<file path="src/rtl/segdesc_pkg.sv">
package segdesc_pkg;
    localparam int WORD_W  = 32;
    localparam int EOL_BIT = 31;

    typedef enum logic [2:0] {
        ST_FETCH,
        ST_EMIT,
        ST_DRAIN,
        ST_TAIL,
        ST_DONE
    } state_e;

    typedef enum logic [1:0] {
        WK_ZERO,
        WK_ADDR,
        WK_LEN
    } wkind_e;

    // reverse byte order of a native word for the big-endian table
    function automatic logic [WORD_W-1:0] to_big(input logic [WORD_W-1:0] v);
        logic [WORD_W-1:0] r;
        for (int b = 0; b < WORD_W / 8; b++) begin
            r[8*b +: 8] = v[8*(WORD_W/8 - 1 - b) +: 8];
        end
        return r;
    endfunction
endpackage

</file>
<file path="src/rtl/seg_chunk_calc.sv">
module seg_chunk_calc #(
    parameter int LEN_W   = 24,
    parameter int BOUND_W = 16
) (
    input  logic [BOUND_W-1:0] addr_lo_i,
    input  logic [LEN_W-1:0]   rem_i,
    output logic [LEN_W-1:0]   chunk_o
);
    localparam int SPAN_W = BOUND_W + 1;

    logic [SPAN_W-1:0] span;
    logic [LEN_W-1:0]  span_l;

    // bytes left before the next aligned boundary
    assign span    = SPAN_W'(1 << BOUND_W) - SPAN_W'(addr_lo_i);
    assign span_l  = LEN_W'(span);
    assign chunk_o = (rem_i < span_l) ? rem_i : span_l;
endmodule

</file>
<file path="src/rtl/seg_word_fmt.sv">
module seg_word_fmt
    import segdesc_pkg::*;
#(
    parameter int ADDR_W = 32,
    parameter int LEN_W  = 24
) (
    input  wkind_e              kind_i,
    input  logic [ADDR_W-1:0]   addr_i,
    input  logic [LEN_W-1:0]    len_i,
    input  logic                eol_i,
    output logic [WORD_W-1:0]   data_o
);
    logic [WORD_W-1:0] native;

    always_comb begin
        native = '0;
        unique case (kind_i)
            WK_ADDR: native = WORD_W'(addr_i);
            WK_LEN: begin
                native          = WORD_W'(len_i);
                native[EOL_BIT] = native[EOL_BIT] | eol_i;
            end
            default: native = '0;
        endcase
    end

    assign data_o = to_big(native);
endmodule

</file>
<file path="src/rtl/seg_desc_gen.sv">
module seg_desc_gen
    import segdesc_pkg::*;
#(
    parameter int ADDR_W      = 32,
    parameter int LEN_W       = 24,
    parameter int BOUND_W     = 16,
    parameter int MAX_ENTRIES = 64,
    localparam int CNT_W      = $clog2(MAX_ENTRIES + 1)
) (
    input  logic              clk,
    input  logic              rst_n,
    input  logic              in_valid,
    output logic              in_ready,
    input  logic [ADDR_W-1:0] in_addr,
    input  logic [LEN_W-1:0]  in_len,
    input  logic              in_last,
    output logic              out_valid,
    input  logic              out_ready,
    output logic [31:0]       out_data,
    output logic              done,
    output logic [CNT_W-1:0]  done_count,
    output logic              overflow
);
    typedef struct packed {
        state_e             st;
        logic [1:0]         widx;
        logic [ADDR_W-1:0]  addr;
        logic [LEN_W-1:0]   rem;
        logic               last;
        logic [LEN_W-1:0]   pend;
        logic               pend_v;
        logic [CNT_W-1:0]   cnt;
        logic               ovf;
    } regs_t;

    regs_t q, d;

    logic [LEN_W-1:0] chunk;
    wkind_e           kind;
    logic             eol;
    logic             at_limit;

    seg_chunk_calc #(
        .LEN_W  (LEN_W),
        .BOUND_W(BOUND_W)
    ) u_chunk (
        .addr_lo_i(q.addr[BOUND_W-1:0]),
        .rem_i    (q.rem),
        .chunk_o  (chunk)
    );

    seg_word_fmt #(
        .ADDR_W(ADDR_W),
        .LEN_W (LEN_W)
    ) u_fmt (
        .kind_i(kind),
        .addr_i(q.addr),
        .len_i (q.pend),
        .eol_i (eol),
        .data_o(out_data)
    );

    assign at_limit = (q.cnt == CNT_W'(MAX_ENTRIES));

    always_comb begin
        d         = q;
        in_ready  = 1'b0;
        out_valid = 1'b0;
        kind      = WK_ZERO;
        eol       = 1'b0;
        unique case (q.st)
            ST_FETCH: begin
                in_ready = 1'b1;
                if (in_valid) begin
                    if (in_len == '0) begin
                        d.st = in_last ? ST_TAIL : ST_DRAIN;
                    end else begin
                        d.addr = in_addr;
                        d.rem  = in_len;
                        d.last = in_last;
                        d.widx = 2'd0;
                        d.st   = ST_EMIT;
                    end
                end
            end
            ST_EMIT: begin
                unique case (q.widx)
                    2'd0: begin
                        // a new entry is needed: check room, then release held length
                        if (at_limit) begin
                            d.ovf    = 1'b1;
                            d.pend_v = 1'b0;
                            d.st     = q.last ? ST_TAIL : ST_DRAIN;
                        end else if (q.pend_v) begin
                            out_valid = 1'b1;
                            kind      = WK_LEN;
                            if (out_ready) begin
                                d.pend_v = 1'b0;
                                d.widx   = 2'd1;
                            end
                        end else begin
                            d.widx = 2'd1;
                        end
                    end
                    2'd1: begin
                        out_valid = 1'b1;
                        if (out_ready) d.widx = 2'd2;
                    end
                    2'd2: begin
                        out_valid = 1'b1;
                        kind      = WK_ADDR;
                        if (out_ready) d.widx = 2'd3;
                    end
                    default: begin
                        out_valid = 1'b1;
                        if (out_ready) begin
                            d.pend   = chunk;
                            d.pend_v = 1'b1;
                            d.cnt    = q.cnt + CNT_W'(1);
                            d.addr   = q.addr + ADDR_W'(chunk);
                            d.rem    = q.rem - chunk;
                            d.widx   = 2'd0;
                            if (q.rem == chunk) d.st = q.last ? ST_TAIL : ST_FETCH;
                        end
                    end
                endcase
            end
            ST_DRAIN: begin
                in_ready = 1'b1;
                if (in_valid && in_last) d.st = ST_TAIL;
            end
            ST_TAIL: begin
                if (q.pend_v) begin
                    out_valid = 1'b1;
                    kind      = WK_LEN;
                    eol       = 1'b1;
                    if (out_ready) begin
                        d.pend_v = 1'b0;
                        d.st     = ST_DONE;
                    end
                end else begin
                    d.st = ST_DONE;
                end
            end
            ST_DONE: begin
                d.st     = ST_FETCH;
                d.cnt    = '0;
                d.ovf    = 1'b0;
                d.pend_v = 1'b0;
            end
            default: d.st = ST_FETCH;
        endcase
    end

    always_ff @(posedge clk or negedge rst_n) begin
        if (!rst_n) q <= '0;
        else        q <= d;
    end

    assign done       = (q.st == ST_DONE);
    assign overflow   = done && q.ovf;
    assign done_count = q.ovf ? '0 : q.cnt;
endmodule

</file>
<file path="config.mk">
export PLATFORM = sky130hd
export DESIGN_NAME = seg_desc_gen
export DESIGN_NICKNAME = d
export VERILOG_FILES = /design/src/rtl/segdesc_pkg.sv /design/src/rtl/seg_chunk_calc.sv /design/src/rtl/seg_word_fmt.sv /design/src/rtl/seg_desc_gen.sv
export SDC_FILE = /design/constraint.sdc
export NUM_CORES = 1
export LEC_CHECK = 0
export ABC_AREA = 1
export ABC_CLOCK_PERIOD_IN_PS = 10590
export BUFFER_PORTS_ARGS = -buffer_cell sky130_fd_sc_hd__buf_2
export CORE_ASPECT_RATIO = 1.75
export CORE_UTILIZATION = 57
export DETAILED_ROUTE_END_ITERATION = 8
export PLACE_DENSITY = 0.76
export SLEW_MARGIN = 20
export SYNTH_ARGS = -nofsm -noshare
export SYNTH_HDL_FRONTEND = slang
export SYNTH_HIERARCHICAL = 1
export SYNTH_SLANG_ARGS = --single-unit
</file>
<file path="constraint.sdc">
create_clock -name clk -period 10.59 [get_ports clk]
set_input_delay 1.059 -clock clk [delete_from_list [all_inputs] [get_ports clk]]
set_output_delay 1.059 -clock clk [all_outputs]
set_load 0.02 [all_outputs]
</file>
# [Word-level counts from Yosys, hierarchy flattened]
# Cells that the tools add are included.
# W data, S select, Z words.
[op_classes] order_cmp=1 n_eq_ne=26 n_reduce_logical=19 n_addsub=4 n_bitwise=2 n_mux=45
[ops] cell="$pmux W58 S2" count=1
[ops] cell="$pmux W32 S2" count=1
[ops] cell="$mux W62" count=1
[ops] cell="$mux W61" count=1
[ops] cell="$mux W59" count=1
[ops] cell="$mux W56" count=1
[ops] cell="$add A32 B24 Y32" count=1
[ops] cell="$eq A24 B24 Y1" count=1
[ops] cell="$logic_not A24 Y1" count=1
[ops] cell="$lt A24 B17 Y1" count=1
[ops] cell="$mux W24" count=1
[ops] cell="$sub A24 B24 Y24" count=1
[ops] cell="$mux W2" count=9
[ops] cell="$ne A3 B3 Y1 const B" count=6
[ops] cell="$sub A17 B16 Y17 const A" count=1
[ops] cell="$pmux W8 S2" count=1
[ops] cell="$mux W3" count=5
[ops] cell="$reduce_and A3 Y1" count=5
[ops] cell="$mux W7" count=2
[ops] cell="$ne A2 B2 Y1 const B" count=7
[ops] cell="$mux W1" count=12
[ops] cell="$pmux W3 S4" count=1
[ops] cell="$mux W8" count=1
[ops] cell="$pmux W2 S2" count=2
[ops] cell="other kinds (24)" count=33
[word_totals] wordCells=106 ff_bits=95 out_inout_bits=43

# [Longest topological paths before layout]
[depth] word_depth=8 ltp_mapped=34 depth_no_buf=33

# [Modules after synthesis]
# Netlist, hierarchy kept.
[by_module_without_submodules] mod="seg_desc_gen" seq_area_each_um2=2377.3 cells_per_inst=1413 instances=1 area_each_um2=8533.2
[by_module_without_submodules] mod="seg_chunk_calc" seq_area_each_um2=0.0 cells_per_inst=220 instances=1 area_each_um2=1157.4
[by_module_without_submodules] mod="seg_word_fmt" seq_area_each_um2=0.0 cells_per_inst=106 instances=1 area_each_um2=561.8

# [Least setup slack after synthesis]
# Ideal clock, no wire load.
[synth_timing] kind="register to register" startpoint="register q[59] in the netlist's numbering" endpoint="register q[48] in the netlist's numbering" path_buffers=0 path_stages_with_launch=30 t_arrival_ps=3884 t_required_ps=10473 path_slack_ps=6589 synth_period_minus_slack_ps=4001 cell_sequence="dfrtp_1 -> inv_1 -> ha_1 -> nand2_1 -> nor2_1 -> nand2_1 -> nand2_1 -> and2_1 -> inv_1 -> ha_1 -> nand2_1 -> inv_1 -> nand2_1 -> nand2_1 -> nand2_1 -> nand2_1 -> a21oi_4 -> nand2_4 -> nand2_1 -> nand2_1 -> ha_1 -> fa_1 -> o21ai_0 -> nand2_1 -> nand2_1 -> nand3_1 -> nand3_1 -> nand3_1 -> nand2_1 -> nand2_1"
[synth_between] elab_chain_len=7
[synth_rtl] element="start, declared" line_no="seg_desc_gen.sv:36" source="regs_t q, d;"
[synth_rtl] element="start signal, assigned" line_no="seg_desc_gen.sv:156" source="if (!rst_n) q <= '0;"
[synth_rtl] element="start signal, assigned" line_no="seg_desc_gen.sv:157" source="else q <= d;"
[synth_rtl] element="$sub A17 B16 Y17" line_no="seg_chunk_calc.sv:15" source="assign span = SPAN_W'(1 << BOUND_W) - SPAN_W'(addr_lo_i);"
[synth_rtl] element="$lt A24 B17 Y1" line_no="seg_chunk_calc.sv:17" source="assign chunk_o = (rem_i < span_l) ? rem_i : span_l;"
[synth_rtl] element="$mux W24" line_no="seg_chunk_calc.sv:17"
[synth_rtl] element="named net chunk[0]" line_no="seg_desc_gen.sv:38" source="logic [LEN_W-1:0] chunk;"
[synth_rtl] element="$sub A24 B24 Y24" line_no="seg_desc_gen.sv:121" source="d.rem = q.rem - chunk;"
[synth_rtl] element="$mux W61" line_no="seg_desc_gen.sv:116" source="if (out_ready) begin"
[synth_rtl] element="$mux W56" line_no="seg_desc_gen.sv:87" source="unique case (q.widx)"
[synth_rtl] element="$pmux W58 S2" line_no="seg_desc_gen.sv:71" source="unique case (q.st)"
# The timed path passes the listed nets, and every way through them passes these cells. The select of a mux whose other input is x is not followed.
# A chain may end at the register's enable or synchronous reset.

# [Worst setup path after layout]
[layout_timing] startpoint="register q[93] in the netlist's numbering" endpoint="output out_data[29]"
[layout_between] elab_chain_len=4
[layout_rtl] element="$eq A3 B2 Y1 / $eq A3 B1 Y1 (equally long branches)" line_no="seg_desc_gen.sv:71"
[layout_rtl] element="$pmux W2 S2 *" line_no="seg_desc_gen.sv:71"
[layout_rtl] element="named net kind[1]" line_no="seg_desc_gen.sv:39" source="wkind_e kind;"
[layout_rtl] element="$eq A2 B2 Y1 / $eq A2 B1 Y1 (equally long branches)" line_no="seg_word_fmt.sv:17" source="unique case (kind_i)"
[layout_rtl] element="$pmux W32 S2 *" line_no="seg_word_fmt.sv:17"
[layout_rtl] element="end, declared" line_no="seg_desc_gen.sv:19" source="output logic [31:0] out_data,"
# Mark *: on every way through the listed nets, which the timed path passes. The rest lies on a longest branch.

==> insert_results.sql <==
INSERT INTO impl_metrics (metric_group, metric, value, unit) VALUES
('timing', 'setup_viol_count_final', '0', ''),
('global_routing', 'met1_capacity_usage_during_global_routing', '0.439', ''),
('setup_path', 'regToRegEndpoint', 'q[48]$_DFFE_PN0P_', ''),
('logic_synthesis', 'synth-async-reset-ratio', '1.00', ''),
('logic_synthesis', 'most_frequent_cell_after_synthesis', 'sky130_fd_sc_hd__nand2_1', ''),
('floorplan', 'initial_standard_cell_utilization_of_the_core', '0.585', ''),
('cells_and_area', 'largest_registers', 'q: 95 flops', ''),
('setup_path', 'critical_path.endpoint_type', 'primary output', ''),
('logic_synthesis', 'yosysWarnings', '6', ''),
('status', 'run_status', 'complete, no violations', ''),
('setup_path', 'worstSetupPathType', 'reg2out', ''),
('floorplan', 'die_x', '103', 'um'),
('cells_and_area', 'fill_cells', '1805', ''),
('worst_hold_path', 'hp-class', 'reg2reg', ''),
('setup_path', 'crit_path_max_fanout', '48', ''),
('drt', 'drt_pre_antenna_iters', '5', ''),
('pwr', 'leakage', '6.40', 'nW'),
('clock_network', 'postCtsSetupBuffers', '0', ''),
('timing', 'max_freq', '0.195', 'GHz'),
('floorplan', 'placement_rows', '64', ''),
('floorplan', 'top_level_ports', '104', ''),
('clock_network', 'tritoncts_clock_tree', 'done', ''),
('drt', 'first_iter_violations', '596', ''),
('cells_and_area', 'drive_gt1_frac', '0.0810', ''),
('clock_network', 'clkSinkCount', '95', ''),
('cells_and_area', 'largest_register_ffs', '95', ''),
('global_routing', 'grtUsageMet2', '0.634', ''),
('drt', 'drc', '0', ''),
('logic_synthesis', 'netlist_area', '10300', 'um^2'),
('logic_synthesis', 'yosysSeqAreaShare', '0.232', ''),
('worst_hold_path', 'hold_path_startpoint', 'q[33]$_DFFE_PN0P_', ''),
('worst_hold_path', 'min_delay_worst_endpoint', 'q[33]$_DFFE_PN0P_', ''),
('setup_path', 'timing.critical_path.arrival', '4060', 'ps'),
('global_routing', 'grt_start_max_net_pins', '76', ''),
('setup_path', 'crit_path_max_incr_delay', '920', 'ps'),
('floorplan', 'coreArea', '17500', 'um^2'),
('timing', 'finalCriticalPeriod', '5120', 'ps'),
('setup_path', 'critical_path.startpoint_type', 'register', ''),
('logic_synthesis', 'netlist_top_cells_count', 'sky130_fd_sc_hd__nand2_1 (650), sky130_fd_sc_hd__inv_1 (258), sky130_fd_sc_hd__nand3_1 (188), sky130_fd_sc_hd__nor2_1 (135), sky130_fd_sc_hd__dfrtp_1 (95)', ''),
('placed_design', 'place.detailed.instances', '2030', ''),
('drt', 'drt_wl_total', '34000', 'um'),
('placed_design', 'gp_congestion', '0.967', ''),
('placed_design', 'post-place-ws', '5620', 'ps'),
('timing', 'slew-limit-headroom', '0.300', ''),
('pwr', 'pwr_per_cell_area', '367', 'nW/um^2'),
('setup_path', 'reg2reg_setup_slack', '5560', 'ps'),
('timing', 'layout_worst_path_cycle_share', '0.483', ''),
('clock_network', 'cts_max_path_buffers', '2', ''),
('drt', 'drt-vias-per-instance', '5.50', ''),
('clock_network', 'clkTransAtPathRegs', '80', 'ps'),
('drt', 'detail-route-antenna-nets', '0', ''),
('timing', 'drv_slew', '0', ''),
('clock_network', 'ctsHtreeMaxLevel', '3', ''),
('logic_synthesis', 'synthCells', '1739', ''),
('drt', 'routed-via-count', '11300', ''),
('logic_synthesis', 'synth-seq-cells', '95', ''),
('cells_and_area', 'final_instance_count_without_filler_cells', '2047', ''),
('global_routing', 'grt_antenna_before_repair', '0', ''),
('logic_synthesis', 'synth_cell_type_count', '47', ''),
('clock_network', 'cts-buffers-inserted', '9', ''),
('timing', 'timing.final.hold_violations', '0', ''),
('cells_and_area', 'syn_to_final_growth', '7.74', '%'),
('drt', 'routedWlPerCell', '16.6', 'um'),
('clock_network', 'insertion_delay', '370', 'ps'),
('cells_and_area', 'layout.nets', '1945', ''),
('floorplan', 'die-area', '18500', 'um^2'),
('setup_path', 'ff2ff_path_depth', '27', ''),
('placed_design', 'io_buffer_count', '103', ''),
('setup_path', 'worstPathCellList', 'nor3_4 -> buf_4 -> inv_2 -> nor2_4 -> inv_1 -> o21ai_0 -> ha_1 -> nand3_1 -> nand2_1 -> buf_2', ''),
('clock_network', 'root_buffer', 'sky130_fd_sc_hd__clkbuf_16', ''),
('worst_hold_path', 'hold_depth', '2', '');
## logic make-up after synthesis
| logic type | synth area share |
|---|---|
| buf+inv | 0.136 |
| fa+ha+maj | 0.0918 |
| simple gates | 0.423 |
| other cells | 0.000366 |
| mux | 0.00220 |
| compound gates | 0.104 |
| xor+xnor | 0.0103 |
| flops | 0.232 |
## worst max-delay path by stage
stage / start / to / slack, ps
floorplan: q[59]$_DFFE_PN0P_ / q[48]$_DFFE_PN0P_ / 6590
global route: q[58]$_DFFE_PN0P_ / q[48]$_DFFE_PN0P_ / 5050
detailed placement: q[59]$_DFFE_PN0P_ / q[48]$_DFFE_PN0P_ / 5620
CTS: q[59]$_DFFE_PN0P_ / q[48]$_DFFE_PN0P_ / 5610
global placement: q[59]$_DFFE_PN0P_ / q[48]$_DFFE_PN0P_ / 5760
finish: q[93]$_DFFE_PN0P_ / out_data[29] / 5470
## cell type report
class	instances	area, um^2	share of cell area
diodes	1	2.50	0.000227
flip-flops and latches	95	2380	0.215
well taps	231	289	0.0262
inverters	262	991	0.0897
repair buffers	110	571	0.0517
multi-input cells	1332	6500	0.589
clock inverters	5	70.1	0.00634
clock buffers	11	243	0.0220
## per-stage QoR
step           instance area [um^2]  hold slack (ps)  power (mW)   util
6_report                      11000              480        4.06  0.630
5_1_grt                       11000              502        4.48  0.630
4_1_cts                       11000              483        3.99  0.630
3_5_place_dp                  10700              464        3.61  0.612
3_3_place_gp                  10700              462        3.57  0.612
2_1_floorplan                 10300              442        2.92      -
## critical path: cells and delay by family (launching register included)
kind                     cells  cell delay [ps]
buffers and inverters        4              900
AO/OA/AOI/OAI                1              320
adder cells (fa/ha/maj)      1              920
flip-flops                   1              500
AND/OR/NAND/NOR              4              990
## power by group
| group | internal (mW) | total (mW) | leakage (nW) | switching, mW |
|---|---|---|---|---|
| sequential | 0.518 | 0.716 | 1.22 | 0.199 |
| combinational | 0.922 | 2.98 | 5.03 | 2.06 |
| clock | 0.195 | 0.364 | 0.155 | 0.169 |
| total | 1.63 | 4.06 | 6.40 | 2.42 |
## placed cells by master, fill, tap and decap left out, types with 3 or more instances in the layout
cell type and n:
sky130_fd_sc_hd__nand2_1 650, sky130_fd_sc_hd__inv_1 258, sky130_fd_sc_hd__nand3_1 188, sky130_fd_sc_hd__nor2_1 135, sky130_fd_sc_hd__buf_2 102, sky130_fd_sc_hd__dfrtp_1 95
sky130_fd_sc_hd__a21oi_1 93, sky130_fd_sc_hd__ha_1 72, sky130_fd_sc_hd__o21ai_0 71, sky130_fd_sc_hd__nor3_1 26, sky130_fd_sc_hd__nand4_1 19, sky130_fd_sc_hd__xor2_1 10
sky130_fd_sc_hd__clkbuf_16 9, sky130_fd_sc_hd__buf_4 8, sky130_fd_sc_hd__o21a_1 7, sky130_fd_sc_hd__conb_1 7, sky130_fd_sc_hd__o21bai_1 5, sky130_fd_sc_hd__o21ai_1 4
sky130_fd_sc_hd__nand3b_1 4, sky130_fd_sc_hd__a2bb2oi_1 3, sky130_fd_sc_hd__and2_1 3, sky130_fd_sc_hd__a21boi_1 3, sky130_fd_sc_hd__or2_2 3, sky130_fd_sc_hd__inv_6 3
## per-layer routing
| metal | part of all wire | up-vias |
|---|---|---|
| li1 | - | 5630 |
| met1 | 0.38 | 5077 |
| met2 | 0.48 | 409 |
| met3 | 0.060 | 139 |
| met4 | 0.081 | 0 |
| met5 | 0 | - |
(Power assumes the default switching activity.)
